`src/rtl/i2cm_pkg.sv`:
```
// Shared definitions for the I2C bus master: register locations, status
// bit positions, sequencer phases and the queue fill code.
package i2cm_pkg;

    localparam logic [1:0] LOC_ADDR  = 2'd0;
    localparam logic [1:0] LOC_DATA  = 2'd1;
    localparam logic [1:0] LOC_COUNT = 2'd2;
    localparam logic [1:0] LOC_STAT  = 2'd3;

    localparam int SB_BUSY  = 7;   // read: busy; write: flush transmit queue
    localparam int SB_NACK  = 6;
    localparam int SB_RXNE  = 5;
    localparam int SB_TXE   = 4;
    localparam int SB_ACCE  = 1;
    localparam int SB_FULLE = 0;

    typedef enum logic [1:0] {
        PH_IDLE  = 2'd0,
        PH_START = 2'd1,
        PH_BIT   = 2'd2,
        PH_STOP  = 2'd3
    } phase_t;

    // Fill code: 00 empty, 10 partly filled, 11 full; 01 unused.
    function automatic logic [1:0] fill_code(input int unsigned fill,
                                             input int unsigned depth);
        if (fill == 0)          return 2'b00;
        else if (fill >= depth) return 2'b11;
        else                    return 2'b10;
    endfunction

endpackage

```
`src/rtl/i2cm_fifo.sv`:
```
// Small first-in first-out queue with show-ahead output.
// Assumes: a push when full and a pop when empty are ignored; flush wins
// over both and empties the queue in one cycle.
module i2cm_fifo #(
    parameter int W     = 8,
    parameter int DEPTH = 4,
    localparam int AW   = (DEPTH > 1) ? $clog2(DEPTH) : 1,
    localparam int CW   = $clog2(DEPTH + 1)
) (
    input  logic          clk,
    input  logic          rst_n,
    input  logic          flush,
    input  logic          push,
    input  logic [W-1:0]  wdata,
    input  logic          pop,
    output logic [W-1:0]  rdata,
    output logic [CW-1:0] count,
    output logic          empty
);

    logic [W-1:0]  mem [DEPTH];
    logic [AW-1:0] wr_ptr;
    logic [AW-1:0] rd_ptr;
    logic          full;
    logic          do_push;
    logic          do_pop;

    // Qualify requests against the present fill.
    always_comb begin
        full    = (count == CW'(DEPTH));
        empty   = (count == '0);
        do_push = push && !full;
        do_pop  = pop && !empty;
        rdata   = mem[rd_ptr];
    end

    // Storage write; contents need no reset.
    always_ff @(posedge clk) begin
        if (do_push) mem[wr_ptr] <= wdata;
    end

    // Pointer and fill bookkeeping with wrap at DEPTH.
    always_ff @(posedge clk) begin
        if (!rst_n || flush) begin
            wr_ptr <= '0;
            rd_ptr <= '0;
            count  <= '0;
        end else begin
            if (do_push) wr_ptr <= (wr_ptr == AW'(DEPTH - 1)) ? '0 : wr_ptr + AW'(1);
            if (do_pop)  rd_ptr <= (rd_ptr == AW'(DEPTH - 1)) ? '0 : rd_ptr + AW'(1);
            case ({do_push, do_pop})
                2'b10:   count <= count + CW'(1);
                2'b01:   count <= count - CW'(1);
                default: count <= count;
            endcase
        end
    end

    // A rejected push leaves the fill unchanged.
    assert_no_overflow_R9: assert property (@(posedge clk) disable iff (!rst_n)
        (push && full && !pop && !flush) |=> (count == CW'(DEPTH)));

    // A pop on an empty queue keeps it empty.
    assert_no_underflow_R3: assert property (@(posedge clk) disable iff (!rst_n)
        (pop && empty && !push && !flush) |=> empty);

endmodule

```
`src/rtl/i2cm_engine.sv`:
```
// Bit and byte sequencer for the I2C master.
// Each SCL period is four quarters of QDIV cycles: q0 low (SDA set),
// q1 and q2 high (sample at the end of q1), q3 low. Holds the current and
// the pending address byte and decides between STOP and repeated START.
// Assumes: single master, no clock stretching, QDIV >= 2.
module i2cm_engine
    import i2cm_pkg::*;
#(
    parameter int QDIV  = 4,
    parameter int CNT_W = 8,
    localparam int DW   = $clog2(QDIV)
) (
    input  logic             clk,
    input  logic             rst_n,
    input  logic             adr_wr,
    input  logic [7:0]       adr_val,
    input  logic [CNT_W-1:0] rd_count,
    input  logic             tx_empty,
    input  logic [7:0]       tx_head,
    output logic             tx_pop,
    output logic             rx_push,
    output logic [7:0]       rx_byte,
    input  logic             sda_in,
    output logic             scl_low,
    output logic             sda_low,
    output logic             busy,
    output logic             dir_rd,
    output logic             nack_pulse
);

    phase_t           phase;
    logic [1:0]       q;
    logic [3:0]       bidx;
    logic [7:0]       shreg;
    logic             addr_byte;
    logic             rx_mode;
    logic             ackbit;
    logic             rep;
    logic             chain;
    logic [7:0]       cur_addr;
    logic [7:0]       pend_addr;
    logic [CNT_W-1:0] left;
    logic [DW-1:0]    divcnt;

    logic tick, ack_end, tx_done, go_read, go_write, rx_more, finish;

    // Quarter-phase divider, held at zero while idle.
    always_ff @(posedge clk) begin
        if (!rst_n || phase == PH_IDLE) divcnt <= '0;
        else if (tick)                  divcnt <= '0;
        else                            divcnt <= divcnt + DW'(1);
    end

    // Decisions taken at the end of an acknowledge clock.
    always_comb begin
        tick       = (divcnt == DW'(QDIV - 1));
        ack_end    = tick && phase == PH_BIT && q == 2'd3 && bidx == 4'd8;
        tx_done    = ack_end && !rx_mode;
        nack_pulse = tx_done && ackbit;
        go_read    = tx_done && !ackbit && addr_byte && cur_addr[0];
        go_write   = tx_done && !ackbit && !(addr_byte && cur_addr[0]) && !tx_empty;
        rx_more    = ack_end && rx_mode && left != CNT_W'(1);
        finish     = (tx_done && !ackbit && !go_read && !go_write) ||
                     (ack_end && rx_mode && left == CNT_W'(1));
        tx_pop     = go_write;
        rx_push    = tick && phase == PH_BIT && q == 2'd1 && rx_mode && bidx == 4'd7;
        rx_byte    = {shreg[6:0], sda_in};
        busy       = (phase != PH_IDLE);
        dir_rd     = cur_addr[0];
    end

    // Line drive derived from phase, quarter and bit slot.
    always_comb begin
        scl_low = 1'b0;
        sda_low = 1'b0;
        case (phase)
            PH_START: begin
                scl_low = (q == 2'd0 && rep) || q == 2'd3;
                sda_low = q[1];
            end
            PH_BIT: begin
                scl_low = (q == 2'd0) || (q == 2'd3);
                if (bidx != 4'd8) sda_low = !rx_mode && !shreg[7];
                else              sda_low = rx_mode && left != CNT_W'(1);
            end
            PH_STOP: begin
                scl_low = (q == 2'd0);
                sda_low = !q[1];
            end
            default: ;
        endcase
    end

    // Sequencer state, address chaining and byte shifting.
    always_ff @(posedge clk) begin
        if (!rst_n) begin
            phase     <= PH_IDLE;
            q         <= 2'd0;
            bidx      <= 4'd0;
            shreg     <= 8'd0;
            addr_byte <= 1'b0;
            rx_mode   <= 1'b0;
            ackbit    <= 1'b0;
            rep       <= 1'b0;
            chain     <= 1'b0;
            cur_addr  <= 8'd0;
            pend_addr <= 8'd0;
            left      <= '0;
        end else begin
            if (tick && phase != PH_IDLE) begin
                q <= q + 2'd1;
                case (phase)
                    PH_START: if (q == 2'd3) begin
                        phase     <= PH_BIT;
                        bidx      <= 4'd0;
                        shreg     <= cur_addr;
                        addr_byte <= 1'b1;
                        rx_mode   <= 1'b0;
                    end
                    PH_BIT: begin
                        if (q == 2'd1) begin
                            if (bidx != 4'd8 && rx_mode) shreg <= {shreg[6:0], sda_in};
                            if (bidx == 4'd8 && !rx_mode) ackbit <= sda_in;
                        end
                        if (q == 2'd3) begin
                            if (bidx != 4'd8) begin
                                bidx <= bidx + 4'd1;
                                if (!rx_mode) shreg <= {shreg[6:0], 1'b0};
                            end else begin
                                bidx      <= 4'd0;
                                addr_byte <= 1'b0;
                                if (nack_pulse) begin
                                    phase <= PH_STOP;
                                    chain <= 1'b0;
                                end else if (go_read) begin
                                    rx_mode <= 1'b1;
                                    left    <= (rd_count == '0) ? CNT_W'(1) : rd_count;
                                end else if (go_write) begin
                                    rx_mode <= 1'b0;
                                    shreg   <= tx_head;
                                end else if (rx_more) begin
                                    left <= left - CNT_W'(1);
                                end else if (chain) begin
                                    phase    <= PH_START;
                                    rep      <= 1'b1;
                                    cur_addr <= pend_addr;
                                    chain    <= 1'b0;
                                end else begin
                                    phase <= PH_STOP;
                                end
                            end
                        end
                    end
                    PH_STOP: if (q == 2'd3) begin
                        if (chain) begin
                            phase    <= PH_START;
                            rep      <= 1'b0;
                            cur_addr <= pend_addr;
                            chain    <= 1'b0;
                        end else begin
                            phase <= PH_IDLE;
                        end
                    end
                    default: ;
                endcase
            end
            if (adr_wr) begin
                if (phase == PH_IDLE) begin
                    cur_addr <= adr_val;
                    phase    <= PH_START;
                    q        <= 2'd0;
                    rep      <= 1'b0;
                end else begin
                    pend_addr <= adr_val;
                    chain     <= 1'b1;
                end
            end
        end
    end

    // Data only moves while the clock is low inside a byte frame.
    assert_sda_steady_R12: assert property (@(posedge clk) disable iff (!rst_n)
        (phase == PH_BIT && $past(phase) == PH_BIT && !scl_low) |-> $stable(sda_low));

    // A missing acknowledge leads straight into STOP.
    assert_nack_stops_R5: assert property (@(posedge clk) disable iff (!rst_n)
        nack_pulse |=> (phase == PH_STOP));

    // A pending chain turns the end of a transfer into a repeated START.
    assert_chain_restart_R4: assert property (@(posedge clk) disable iff (!rst_n)
        (finish && chain && !adr_wr) |=> (phase == PH_START && scl_low));

    // The last read byte is followed by STOP unless chained.
    assert_last_read_stop_R3: assert property (@(posedge clk) disable iff (!rst_n)
        (ack_end && rx_mode && left == CNT_W'(1) && !chain && !adr_wr) |=> (phase == PH_STOP));

endmodule

```
`src/rtl/i2c_fifo_master.sv`:
```
// Top of the I2C master: host register port, the two queues, sticky status
// flags and the sequencer. Assumes the host holds host_addr steady with its
// strobes; the data location is read through show-ahead queue output.
module i2c_fifo_master
    import i2cm_pkg::*;
#(
    parameter int QDIV       = 4,
    parameter int FIFO_DEPTH = 4,
    parameter int CNT_W      = 8,
    localparam int CW        = $clog2(FIFO_DEPTH + 1)
) (
    input  logic       clk,
    input  logic       rst_n,
    input  logic       host_wr,
    input  logic       host_rd,
    input  logic [1:0] host_addr,
    input  logic [7:0] host_wdata,
    output logic [7:0] host_rdata,
    input  logic       sda_in,
    output logic       scl_drive_low,
    output logic       sda_drive_low
);

    logic             data_wr, data_rd, stat_wr, flush;
    logic             tx_push, rx_pop, tx_full;
    logic [7:0]       tx_head, rx_head, rx_byte;
    logic [CW-1:0]    tx_count, rx_count;
    logic             tx_empty, rx_empty, tx_pop, rx_push;
    logic             busy, dir_rd, nack_pulse;
    logic             f_nack, f_acc, f_full;
    logic [7:0]       adr_q;
    logic [CNT_W-1:0] cnt_q;
    logic [1:0]       lvl;
    logic [7:0]       status;

    // Host strobe decode and conflict screening.
    always_comb begin
        data_wr = host_wr && host_addr == LOC_DATA;
        data_rd = host_rd && host_addr == LOC_DATA;
        stat_wr = host_wr && host_addr == LOC_STAT;
        flush   = stat_wr && host_wdata[SB_BUSY];
        tx_full = (tx_count == CW'(FIFO_DEPTH));
        tx_push = data_wr && !data_rd && !tx_full;
        rx_pop  = data_rd && !data_wr;
    end

    i2cm_fifo #(.W(8), .DEPTH(FIFO_DEPTH)) i_txq (
        .clk(clk), .rst_n(rst_n), .flush(flush),
        .push(tx_push), .wdata(host_wdata), .pop(tx_pop),
        .rdata(tx_head), .count(tx_count), .empty(tx_empty)
    );

    i2cm_fifo #(.W(8), .DEPTH(FIFO_DEPTH)) i_rxq (
        .clk(clk), .rst_n(rst_n), .flush(1'b0),
        .push(rx_push), .wdata(rx_byte), .pop(rx_pop),
        .rdata(rx_head), .count(rx_count), .empty(rx_empty)
    );

    i2cm_engine #(.QDIV(QDIV), .CNT_W(CNT_W)) i_seq (
        .clk(clk), .rst_n(rst_n),
        .adr_wr(host_wr && host_addr == LOC_ADDR), .adr_val(host_wdata),
        .rd_count(cnt_q),
        .tx_empty(tx_empty), .tx_head(tx_head), .tx_pop(tx_pop),
        .rx_push(rx_push), .rx_byte(rx_byte),
        .sda_in(sda_in), .scl_low(scl_drive_low), .sda_low(sda_drive_low),
        .busy(busy), .dir_rd(dir_rd), .nack_pulse(nack_pulse)
    );

    // Plain holding registers for address readback and read length.
    always_ff @(posedge clk) begin
        if (!rst_n) begin
            adr_q <= 8'd0;
            cnt_q <= '0;
        end else begin
            if (host_wr && host_addr == LOC_ADDR)  adr_q <= host_wdata;
            if (host_wr && host_addr == LOC_COUNT) cnt_q <= CNT_W'(host_wdata);
        end
    end

    // Sticky flags: cleared by writing 0, set events win over clears.
    always_ff @(posedge clk) begin
        if (!rst_n) begin
            f_nack <= 1'b0;
            f_acc  <= 1'b0;
            f_full <= 1'b0;
        end else begin
            if (stat_wr) begin
                if (!host_wdata[SB_NACK])  f_nack <= 1'b0;
                if (!host_wdata[SB_ACCE])  f_acc  <= 1'b0;
                if (!host_wdata[SB_FULLE]) f_full <= 1'b0;
            end
            if (nack_pulse)                     f_nack <= 1'b1;
            if (data_wr && data_rd)             f_acc  <= 1'b1;
            if (data_wr && !data_rd && tx_full) f_full <= 1'b1;
        end
    end

    // Status assembly and read data selection.
    always_comb begin
        lvl = fill_code(32'(dir_rd ? rx_count : tx_count), FIFO_DEPTH);
        status = {busy, f_nack, !rx_empty, tx_empty, lvl, f_acc, f_full};
        case (host_addr)
            LOC_ADDR:  host_rdata = adr_q;
            LOC_DATA:  host_rdata = rx_head;
            LOC_COUNT: host_rdata = 8'(cnt_q);
            default:   host_rdata = status;
        endcase
    end

    assert_flush_empties_R10: assert property (@(posedge clk) disable iff (!rst_n)
        flush |=> tx_empty);

    assert_conflict_flag_R8: assert property (@(posedge clk) disable iff (!rst_n)
        (data_wr && data_rd) |=> (f_acc && $stable(rx_count)));

    assert_code_legal_R7: assert property (@(posedge clk) disable iff (!rst_n)
        lvl != 2'b01);

    assert_nack_flag_R5: assert property (@(posedge clk) disable iff (!rst_n)
        nack_pulse |=> f_nack);

    assert_busy_bus_R12: assert property (@(posedge clk) disable iff (!rst_n)
        scl_drive_low |-> busy);

endmodule

```
`config.mk`:
```
export PLATFORM = sky130hd
export DESIGN_NAME = i2c_fifo_master
export DESIGN_NICKNAME = d
export VERILOG_FILES = /design/src/rtl/i2cm_pkg.sv /design/src/rtl/i2cm_fifo.sv /design/src/rtl/i2cm_engine.sv /design/src/rtl/i2c_fifo_master.sv
export SDC_FILE = /design/constraint.sdc
export NUM_CORES = 1
export LEC_CHECK = 0
export ABC_AREA = 0
export BUFFER_PORTS_ARGS = -buffer_cell sky130_fd_sc_hd__buf_2
export CAP_MARGIN = 20
export CORE_MARGIN = 5
export CORE_UTILIZATION = 50
export CTS_CLUSTER_SIZE = 8
export DETAILED_ROUTE_END_ITERATION = 10
export PLACE_DENSITY = 0.66
export SLEW_MARGIN = 20
export SYNTH_ARGS = -nofsm -noshare
export SYNTH_HDL_FRONTEND = slang
export SYNTH_HIERARCHICAL = 1
export SYNTH_SLANG_ARGS = --single-unit
```
`constraint.sdc`:
```
create_clock -name clk -period 5.15 [get_ports clk]
set_clock_uncertainty 0.1 [all_clocks]
set_input_delay 0 -clock clk [delete_from_list [all_inputs] [get_ports clk]]
set_output_delay 0 -clock clk [all_outputs]
set_load 0.005 [all_outputs]
```
==> results of run 1 <==
worst max path at each step:
| stage | startpoint | to | slack [ns] | depth (start not counted) |
|---|---|---|---|---|
| 3_5_place_dp | i_seq/phase[1]$_SDFF_PN0_ | i_rxq/count[2]$_SDFFE_PP0P_ | 1.40 | 10 |
| 6_report | i_seq/phase[1]$_SDFF_PN0_ | i_rxq/count[2]$_SDFFE_PP0P_ | 1.36 | 10 |
| 4_1_cts | i_seq/phase[1]$_SDFF_PN0_ | i_rxq/count[2]$_SDFFE_PP0P_ | 1.40 | 10 |
| 5_1_grt | i_seq/phase[1]$_SDFF_PN0_ | i_rxq/count[2]$_SDFFE_PP0P_ | 1.06 | 10 |
| 3_3_place_gp | i_seq/phase[1]$_SDFF_PN0_ | i_rxq/count[2]$_SDFFE_PP0P_ | 1.57 | 10 |
| 2_1_floorplan | i_seq/phase[1]$_SDFF_PN0_ | i_txq/count[2]$_SDFFE_PP0P_ | 2.38 | 13 |
final cells by class:
cell class	count	area, um^2
clock inverter	12	119
tap	184	230
inverter	27	101
clock buffer	20	457
sequential	148	3600
timing repair buffer	41	283
fill	1222	6250
multi-input combinational	462	3550
synth_stat cells (8+ instances only):
| cell type | number |
|---|---|
| o21ai_0 | 22 |
| buf_4 | 12 |
| o211ai_1 | 8 |
| ha_1 | 24 |
| nand2b_1 | 14 |
| nor2_1 | 26 |
| edfxtp_1 | 64 |
| mux4_2 | 21 |
| and3_1 | 15 |
| dfxtp_1 | 84 |
| nand3_1 | 10 |
| a31oi_1 | 15 |
| o22ai_1 | 11 |
| nor2b_1 | 23 |
| clkbuf_1 | 26 |
| inv_1 | 25 |
| a21oi_1 | 39 |
| mux2i_1 | 30 |
| o221ai_1 | 14 |
| nand2_1 | 65 |
metrics by stage:
step | cells | power, mW | setup WS (ns) | hold slack [ns] | area, um^2
floorplan | 684 | 1.32 | 2.38 | -0.00113 | 7490
finish | 894 | 2.53 | 1.36 | 0.0446 | 8340
global route | 894 | 2.62 | 1.06 | 0.115 | 8340
global placement | 848 | 1.36 | 1.57 | 0.220 | 7630
CTS | 894 | 2.55 | 1.40 | 0.0312 | 8340
detailed placement | 848 | 1.36 | 1.40 | 0.237 | 7630
sequential cells by signal, indices dropped and copies added (netlist names), 2 cells and up, named ones only:
| register | cells |
|---|---|
| adr_q | 8 |
| cnt_q | 8 |
| i_rxq/count | 3 |
| i_rxq/mem | 32 |
| i_rxq/rd_ptr | 2 |
| i_rxq/wr_ptr | 2 |
| i_seq/bidx | 4 |
| i_seq/cur_addr | 8 |
| i_seq/divcnt | 2 |
| i_seq/left | 8 |
| i_seq/pend_addr | 8 |
| i_seq/phase | 2 |
| i_seq/q | 2 |
| i_seq/shreg | 8 |
| i_txq/count | 3 |
| i_txq/mem | 32 |
| i_txq/rd_ptr | 2 |
| i_txq/wr_ptr | 2 |
layer usage:
metal	track usage (%)	wire length, um	up-vias
li1	-	-	2604
met1	29.0	7980	2742
met2	32.6	8530	155
met3	4.27	925	25
met4	6.56	290	0
met5	0	0	-
what timing repair did:
item | CTS | global route
setup buffers | 0 | 0
endpoints found under the hold margin | 74 | 0
hold buffers | 14 | 0
power by group through the flow:
stage	sequential (mW)	clock, mW	combinational [mW]
5_1_grt	1.24	1.27	0.113
3_5_place_dp	1.26	0	0.0952
2_1_floorplan	1.26	0	0.0605
6_report	1.24	1.19	0.103
4_1_cts	1.24	1.21	0.102
3_3_place_gp	1.26	0	0.0930
tightest hold or removal path, cell delays in order:
cell and delay [ns]:
buf_2 0.20, a31oi_1 0.15, or2_2 0.10, a21boi_0 0.06
cells by family (layout without fill, tap and decap cells):
family,Yosys count,in the layout,synth area share (%)
multiplexers,56,56,11.3
buffers and inverters,74,100,4.48
AND/OR/NAND/NOR,209,209,15.4
AO/OA/AOI/OAI,165,165,15.6
adder cells (fa/ha/maj),26,26,4.55
XOR/XNOR,4,4,0.468
other,1,2,0.0501
flip-flops,148,148,48.2
==> run_results.csv, run 1 <==
group,metric,value,unit
detailed_routing,first_pass_iters,5,
critical_path,critical-path-max-stage-delay,0.81,ns
floorplanning,core_area,14600,um^2
critical_path,worst-endpoint-required,5.40,ns
finish,n_antenna_cell,0,
critical_path,start_kind,"register",
synthesis,synthTopCellsByArea,"edfxtp_1 (26%), dfxtp_1 (22%), mux4_2 (6.3%), ha_1 (4.0%), mux2i_1 (4.0%)",
finish,layout_commonest_cell,"dfxtp_1",
critical_path,crit_family,"simple AND/OR/NAND/NOR gates",
detailed_routing,drt_iter0_drc,407,
detailed_routing,drt_wl_total,17700,um
floorplanning,initial_core_util,51.3,%
timing,finalSetupViolCount,0,
clock_network,clk_path_buf_depth,2,
finish,drive_gt1_share,14.1,%
global_route,grt_use_total,20.8,%
detailed_routing,drc_errors,0,
synthesis,synthArstFlopShare,0,%
timing,fmax,264,MHz
timing,hold_viol_final,0,
synthesis,yosysTopAreaCellShare,25.7,%
finish,finalNetCount,738,
critical_path,slowest_stage,"nor3_1",
worst_hold_path,holdPathEnd,"f_acc$_SDFFE_PN0P_",
clock_network,clk_pin_slew,0.06,ns
power,cellInternalPower,1.97,mW
synthesis,ys.flop_type,"dfxtp_1",
critical_path,cp_cell_sequence,"ha_1, nand2_1, nor3_1, nand2_4, ha_1, inv_1, fa_1, xor2_1, or3_1, a21oi_1",
synthesis,synth_seq_cells,148,
synthesis,syn_area,7480,um^2
clock_network,cts-root-buf,"clkbuf_16",
clock_network,cts_resized,0,
timing,min_period,3.79,ns
finish,final_cell_mix,"dfxtp_1 (84), nand2_1 (65), edfxtp_1 (64)",
critical_path,critPathBufInv,1,
global_route,grt_max_degree,51,
critical_path,worstSetupEndpointType,"register",
detailed_routing,postRouteAntennaNets,0,
place,hpwl,12200,um
timing,worstMarginPinSlew,0.999,ns
power,pwr-share-clk,47.0,%
timing,slew_violations,0,
critical_path,reg2reg_depth,10,
power,p_seq_share,48.9,%
timing,slew_headroom,32.8,%
clock_network,cts_buffers,17,
clock_network,insertion_delay,0.43,ns
clock_network,cts_tree,"done",
critical_path,r2r_start,"i_seq/phase[1]$_SDFF_PN0_",
floorplanning,num_rows,44,
synthesis,yosysSeqAreaShare,48.2,%
clock_network,ctsHtreeMaxLevel,4,
run_status,status,"finished, final reports clean",
global_route,grt_remaining_overflow,0,
finish,area_delta_synth_final,11.5,%
synthesis,synth_edf_count,64,
detailed_routing,num_vias,5526,
timing,rsz0062_at_grt,"false",
floorplanning,io_pins,25,
floorplanning,dieWidth,132,um
global_route,grt_pass1_vias,5409,
floorplanning,dieArea,17500,um^2
synthesis,synth_top_cell_by_area,"edfxtp_1",
power,p_per_area,303,nW/um^2
critical_path,worstPathArrival,4.04,ns
power,p_leak,2.93,nW
synthesis,synth_cell_types,75,
finish,finish.utilization,57.2,%
detailed_routing,wl_per_cell,19.8,um
synthesis,synth_cells,683,
worst_hold_path,min_path_type,"primary input to register",
power,combPwrFrac,4.1,%
global_route,grt_antenna_before_repair,0,
power,switching_share,22.3,%
critical_path,r2r_setup_slack,1.36,ns
synthesis,syn-mean-instance-area,11.0,um^2
flow_run,maxCapViolations,0,
place,numPortBuffers,24,
timing,period_share,73.5,%
critical_path,cp_max_fo,26,
critical_path,path_common_cell,"ha_1",
timing,setup_tns,0,ns
floorplanning,fp.dieH,132,um
power,p_switching,0.564,mW
detailed_routing,routed_via_density,6.18,
place,gp_congestion,0.820,
synthesis,ys_warn_count,6,
power,ir_drop,0.000240,V
worst_hold_path,hold_path_startpoint,"host_addr[0]",
worst_hold_path,min_path_cells,4,
critical_path,r2r-end,"i_rxq/count[2]$_SDFFE_PP0P_",
global_route,grt_pass1_wl,29000,um
clock_network,cts_sinks,148,
critical_path,critical_path_class,"register to register",
Power figures use the tool's default switching activity.
==> run 2: changes to the inputs <==
- clock period: 5.15 -> 3.7 ns (I/O delays scaled with it)
==> run_results.csv, run 2 (synthesized netlist as in run 1, its figures left out) <==
group,metric,value,unit
global_route,grt_remaining_overflow,0,
clock_network,cts_buffers,17,
timing,rsz0062_at_grt,"false",
timing,holdWs,0.0497,ns
power,ir_drop,0.000650,V
timing,worstMarginPinSlew,1.03,ns
detailed_routing,postRouteAntennaNets,0,
critical_path,r2r_setup_slack,0.60,ns
critical_path,critPathBufInv,3,
place,numPortBuffers,24,
power,finalPower,3.60,mW
clock_network,clk_pin_slew,0.06,ns
critical_path,slowest_stage,"dfxtp_1",
timing,fmax,323,MHz
clock_network,clk_path_buf_depth,2,
global_route,grt_pass1_wl,29500,um
timing,finalSetupViolCount,0,
critical_path,cp_cell_sequence,"nor3_1, a211oi_1, nand3_1, inv_1, o31ai_2, inv_1, ha_1, inv_1, fa_1, xor2_1, or3_1, a21oi_1",
run_status,status,"finished, final reports clean",
critical_path,worst-endpoint-required,3.95,ns
detailed_routing,drc_errors,0,
timing,period_share,83.7,%
critical_path,cp_max_fo,9,
critical_path,reg2reg_depth,12,
critical_path,worstPathArrival,3.35,ns
floorplanning,fp.dieH,132,um
floorplanning,dieWidth,132,um
clock_network,cts_sinks,148,
critical_path,cp_num_cells,12,
power,p_per_area,430,nW/um^2
floorplanning,core_area,14600,um^2
global_route,grt_antenna_before_repair,0,
floorplanning,initial_core_util,51.3,%
place,gp_congestion,0.837,
timing,min_period,3.10,ns
clock_network,cts-root-buf,"clkbuf_16",
clock_network,cts_resized,0,
finish,area_delta_synth_final,12.1,%
detailed_routing,num_vias,5573,
clock_network,insertion_delay,0.42,ns
global_route,grt_pass1_vias,5522,
finish,final_area,8390,um^2
worst_hold_path,min_path_type,"primary input to register",
detailed_routing,first_pass_iters,5,
timing,setup_tns,0,ns
power,cellInternalPower,2.83,mW
detailed_routing,routed_via_density,6.21,
floorplanning,num_rows,44,
floorplanning,io_pins,25,
detailed_routing,drt_wl_total,18200,um
power,p_leak,2.95,nW
finish,layout_commonest_cell,"dfxtp_1",
critical_path,worstSetupEndpointType,"register",
detailed_routing,drt_iter0_drc,535,
critical_path,start_kind,"register",
critical_path,critical-path-max-stage-delay,0.46,ns
power,p_seq_share,47.8,%
place,hpwl,12500,um
power,p_switching,0.771,mW
worst_hold_path,min_path_cells,4,
critical_path,critical_path_class,"register to register",
finish,final_cell_mix,"dfxtp_1 (84), nand2_1 (65), edfxtp_1 (64)",
finish,n_antenna_cell,0,
global_route,grt_max_degree,29,
critical_path,path_common_cell,"inv_1",
place,placed_cell_area,7660,um^2
power,combPwrFrac,4.1,%
detailed_routing,wl_per_cell,20.3,um
global_route,grt_use_total,21.1,%
finish,drive_gt1_share,14.1,%
clock_network,cts_tree,"done",
critical_path,crit_family,"simple AND/OR/NAND/NOR gates",
finish,finalNetCount,742,
timing,hold_viol_final,0,
finish,reg_top3,"i_rxq/mem (32), i_txq/mem (32)",
flow_run,maxCapViolations,0,
timing,slew_violations,0,
clock_network,ctsHtreeMaxLevel,4,
power,pwr-share-clk,48.1,%
clock_network,postCtsSetupBuffers,0,
finish,finish.utilization,57.5,%
power,switching_share,21.4,%
floorplanning,dieArea,17500,um^2
timing,slew_headroom,30.5,%
## run 2: cell count changes in the layout (fill, tap and decap cells not counted), sizes merged
| cell | change |
|---|---|
| buf | +4 |
| bufinv | +2 |
| clkinvlp | +1 |
| clkinv | -3 |
## run 2: metal layers
| layer | up-vias | global-route usage (%) | routed length [um] |
|---|---|---|---|
| li1 | 2611 | - | - |
| met1 | 2772 | 28.6 | 8040 |
| met2 | 169 | 34.6 | 8890 |
| met3 | 21 | 4.16 | 962 |
| met4 | 0 | 5.77 | 329 |
| met5 | - | 0 | 0 |
## run 2: path summary, 6_finish.rpt
| path | startpoint | to |
|---|---|---|
| min | host_addr[0] | f_acc$_SDFFE_PN0P_ |
| min reg2reg | i_seq/divcnt[0]$_SDFF_PP0_ | i_seq/divcnt[0]$_SDFF_PP0_ |
| max reg2reg | i_txq/count[0]$_SDFFE_PP0P_ | i_txq/count[2]$_SDFFE_PP0P_ |
| max | i_txq/count[0]$_SDFFE_PP0P_ | i_txq/count[2]$_SDFFE_PP0P_ |
## run 2: what timing repair did
action | in CTS | in global routing
setup endpoints to repair | 0 | 0
hold buffers | 14 | 0
endpoints found under the hold margin | 69 | 0
## run 2: metrics by stage
step	setup WS (ns)	instances
global placement	0.773	852
detailed placement	0.671	852
CTS	0.653	898
floorplan	0.925	684
finish	0.603	898
global route	0.351	898
## run 2: power groups by stage
stage | clock (mW) | sequential (mW) | combinational, mW
final | 1.73 | 1.72 | 0.147
after global routing | 1.84 | 1.72 | 0.160
after CTS | 1.76 | 1.72 | 0.146
after detailed placement | 0 | 1.76 | 0.135
after global placement | 0 | 1.75 | 0.133
after floorplan | 0 | 1.75 | 0.0842
## run 2: layout make-up
class                      instances  area [um^2]
sequential                       148         3600
fill                            1194         6200
clock buffer                      20          437
timing repair buffer              45          313
clock inverter                    12          154
tap                              184          230
inverter                          27          101
multi-input combinational        462         3550
## run 2: worst reg2reg max path, delay by kind of cell, from the launching register on
kind | cells | cell delay, ns
and+or+nand+nor | 3 | 0.82
AOI/OAI and AO/OA | 3 | 0.63
adders and majority gates | 2 | 0.55
DFF | 1 | 0.46
buffers and inverters | 3 | 0.31
xor gates and xnor gates | 1 | 0.16
==> run 3: changes to the inputs <==
- clock period: 3.7 -> 3 ns (I/O delays scaled with it)
==> run_results.csv, run 3 (synthesized netlist as in run 1, its figures left out) <==
group,metric,value,unit
run_status,status,"finished, final reports clean",
place,gp_congestion,0.857,
floorplanning,initial_core_util,51.3,%
detailed_routing,drt_wl_total,18300,um
clock_network,clk_path_buf_depth,2,
detailed_routing,first_pass_iters,5,
global_route,grt_use_total,21.3,%
power,p_per_area,537,nW/um^2
detailed_routing,routed_via_density,6.15,
finish,final_cell_mix,"dfxtp_1 (84), nand2_1 (65), edfxtp_1 (64)",
timing,rsz0062_at_grt,"false",
timing,worstMarginPinSlew,0.617,ns
timing,setup_tns,0,ns
timing,holdWs,0.0847,ns
floorplanning,core_area,14600,um^2
critical_path,worstPathArrival,3.04,ns
floorplanning,num_rows,44,
finish,drive_gt1_share,16.7,%
power,finalPower,4.60,mW
finish,n_antenna_cell,0,
power,cellInternalPower,3.57,mW
clock_network,clk_pin_slew,0.07,ns
floorplanning,dieWidth,132,um
critical_path,worst-endpoint-required,3.26,ns
worst_hold_path,holdPathEnd,"f_acc$_SDFFE_PN0P_",
timing,finalSetupViolCount,0,
clock_network,postCtsSetupBuffers,0,
clock_network,cts_sinks,148,
power,ir_drop,0.000406,V
detailed_routing,drc_errors,0,
clock_network,insertion_delay,0.43,ns
clock_network,cts-root-buf,"clkbuf_16",
critical_path,r2r_setup_slack,0.22,ns
place,hpwl,12700,um
critical_path,critical_path_class,"register to register",
power,p_leak,3.06,nW
critical_path,start_kind,"register",
worst_hold_path,hold_path_startpoint,"host_addr[0]",
critical_path,worstSetupEndpointType,"register",
timing,fmax,360,MHz
worst_hold_path,min_path_cells,4,
floorplanning,io_pins,25,
flow_run,maxCapViolations,0,
finish,reg_top3,"i_rxq/mem (32), i_txq/mem (32)",
finish,finish.utilization,58.7,%
critical_path,r2r_start,"i_txq/count[2]$_SDFFE_PP0P_",
clock_network,ctsHtreeMaxLevel,4,
power,combPwrFrac,4.1,%
detailed_routing,postRouteAntennaNets,0,
clock_network,cts_tree,"done",
finish,fillers,1150,
power,pwr-share-clk,49.8,%
floorplanning,fp.dieH,132,um
global_route,grt_pass1_wl,29700,um
timing,slew_violations,0,
clock_network,cts_buffers,17,
critical_path,reg2reg_depth,12,
worst_hold_path,min_path_type,"primary input to register",
detailed_routing,wl_per_cell,20.0,um
finish,area_delta_synth_final,14.4,%
critical_path,cp_max_fo,7,
detailed_routing,drt_iter0_drc,728,
timing,hold_viol_final,0,
timing,slew_headroom,58.8,%
global_route,grt_antenna_before_repair,0,
finish,finalNetCount,759,
power,switching_share,22.4,%
global_route,grt_max_degree,29,
critical_path,r2r-end,"i_txq/count[2]$_SDFFE_PP0P_",
global_route,grt_remaining_overflow,0,
power,p_switching,1.03,mW
place,placed_cell_area,7780,um^2
place,numPortBuffers,24,
timing,period_share,92.6,%
detailed_routing,num_vias,5626,
finish,layout_commonest_cell,"dfxtp_1",
timing,min_period,2.78,ns
global_route,grt_pass1_vias,5574,
power,p_seq_share,46.1,%
floorplanning,dieArea,17500,um^2
critical_path,critPathLaunch,"i_txq/count[2]$_SDFFE_PP0P_",
finish,final_area,8560,um^2
-- run 3: cell count changes in the layout (fill, tap and decap cells not counted), sizes merged --
cell | before | now
clkinv | 4 | 5
inv | 30 | 32
clkbuf | 20 | 19
buf | 31 | 48
clkinvlp | 2 | 0
-- run 3: layer usage --
layer / up-vias / GRT usage, % / share of wire, %
li1: 2639 / - / -
met1: 2772 / 28.5 / 44
met2: 181 / 33.7 / 47
met3: 34 / 5.34 / 6.0
met4: 0 / 7.86 / 2.9
met5: - / 0 / 0
-- run 3: worst max path at each step --
stage          slack, ns  cells after the start                          end
2_1_floorplan       0.23                     13  i_txq/count[2]$_SDFFE_PP0P_
3_3_place_gp        0.41                     12  i_txq/count[2]$_SDFFE_PP0P_
3_5_place_dp        0.26                     12  i_txq/count[2]$_SDFFE_PP0P_
4_1_cts             0.25                     12  i_txq/count[2]$_SDFFE_PP0P_
5_1_grt             0.02                     12  i_txq/count[2]$_SDFFE_PP0P_
6_report            0.22                     12  i_txq/count[2]$_SDFFE_PP0P_
-- run 3: area by class of cell --
class	instances	area [um^2]	area share, %
Inverter	27	101	1.18
Tap cell	184	230	2.69
Clock buffer	19	453	5.29
Clock inverter	13	188	2.19
Sequential cell	148	3600	42.1
Multi-Input combinational cell	462	3550	41.4
Timing Repair Buffer	62	440	5.14
-- run 3: what timing repair did --
item                                   CTS  global route
resized for setup                        0             0
endpoints found under the hold margin   72             0
setup endpoints to repair                0             0
hold buffers                            14             0
-- run 3: critical path: stages (launching register included) --
cell and delay (ns):
dfxtp_1 0.45, nor3_1 0.12, a211oi_1 0.38, nand3_1 0.16
inv_1 0.10, o31ai_2 0.10, inv_1 0.08, ha_1 0.18
inv_1 0.07, fa_1 0.38, xor2_1 0.16, or3_1 0.30
a21oi_1 0.14
-- run 3: power groups by stage --
stage	logic [mW]	clock network, mW	registers [mW]
2_1_floorplan	0.104	0	2.16
3_3_place_gp	0.171	0	2.16
3_5_place_dp	0.175	0	2.16
4_1_cts	0.189	2.32	2.12
5_1_grt	0.205	2.42	2.12
6_report	0.190	2.29	2.12
-- run 3: through the flow --
stage                     worst slack [ns]  instances
final                                0.221        915
after floorplan                      0.225        684
after CTS                            0.248        915
after detailed placement             0.263        869
after global placement               0.406        869
after global routing                0.0231        915
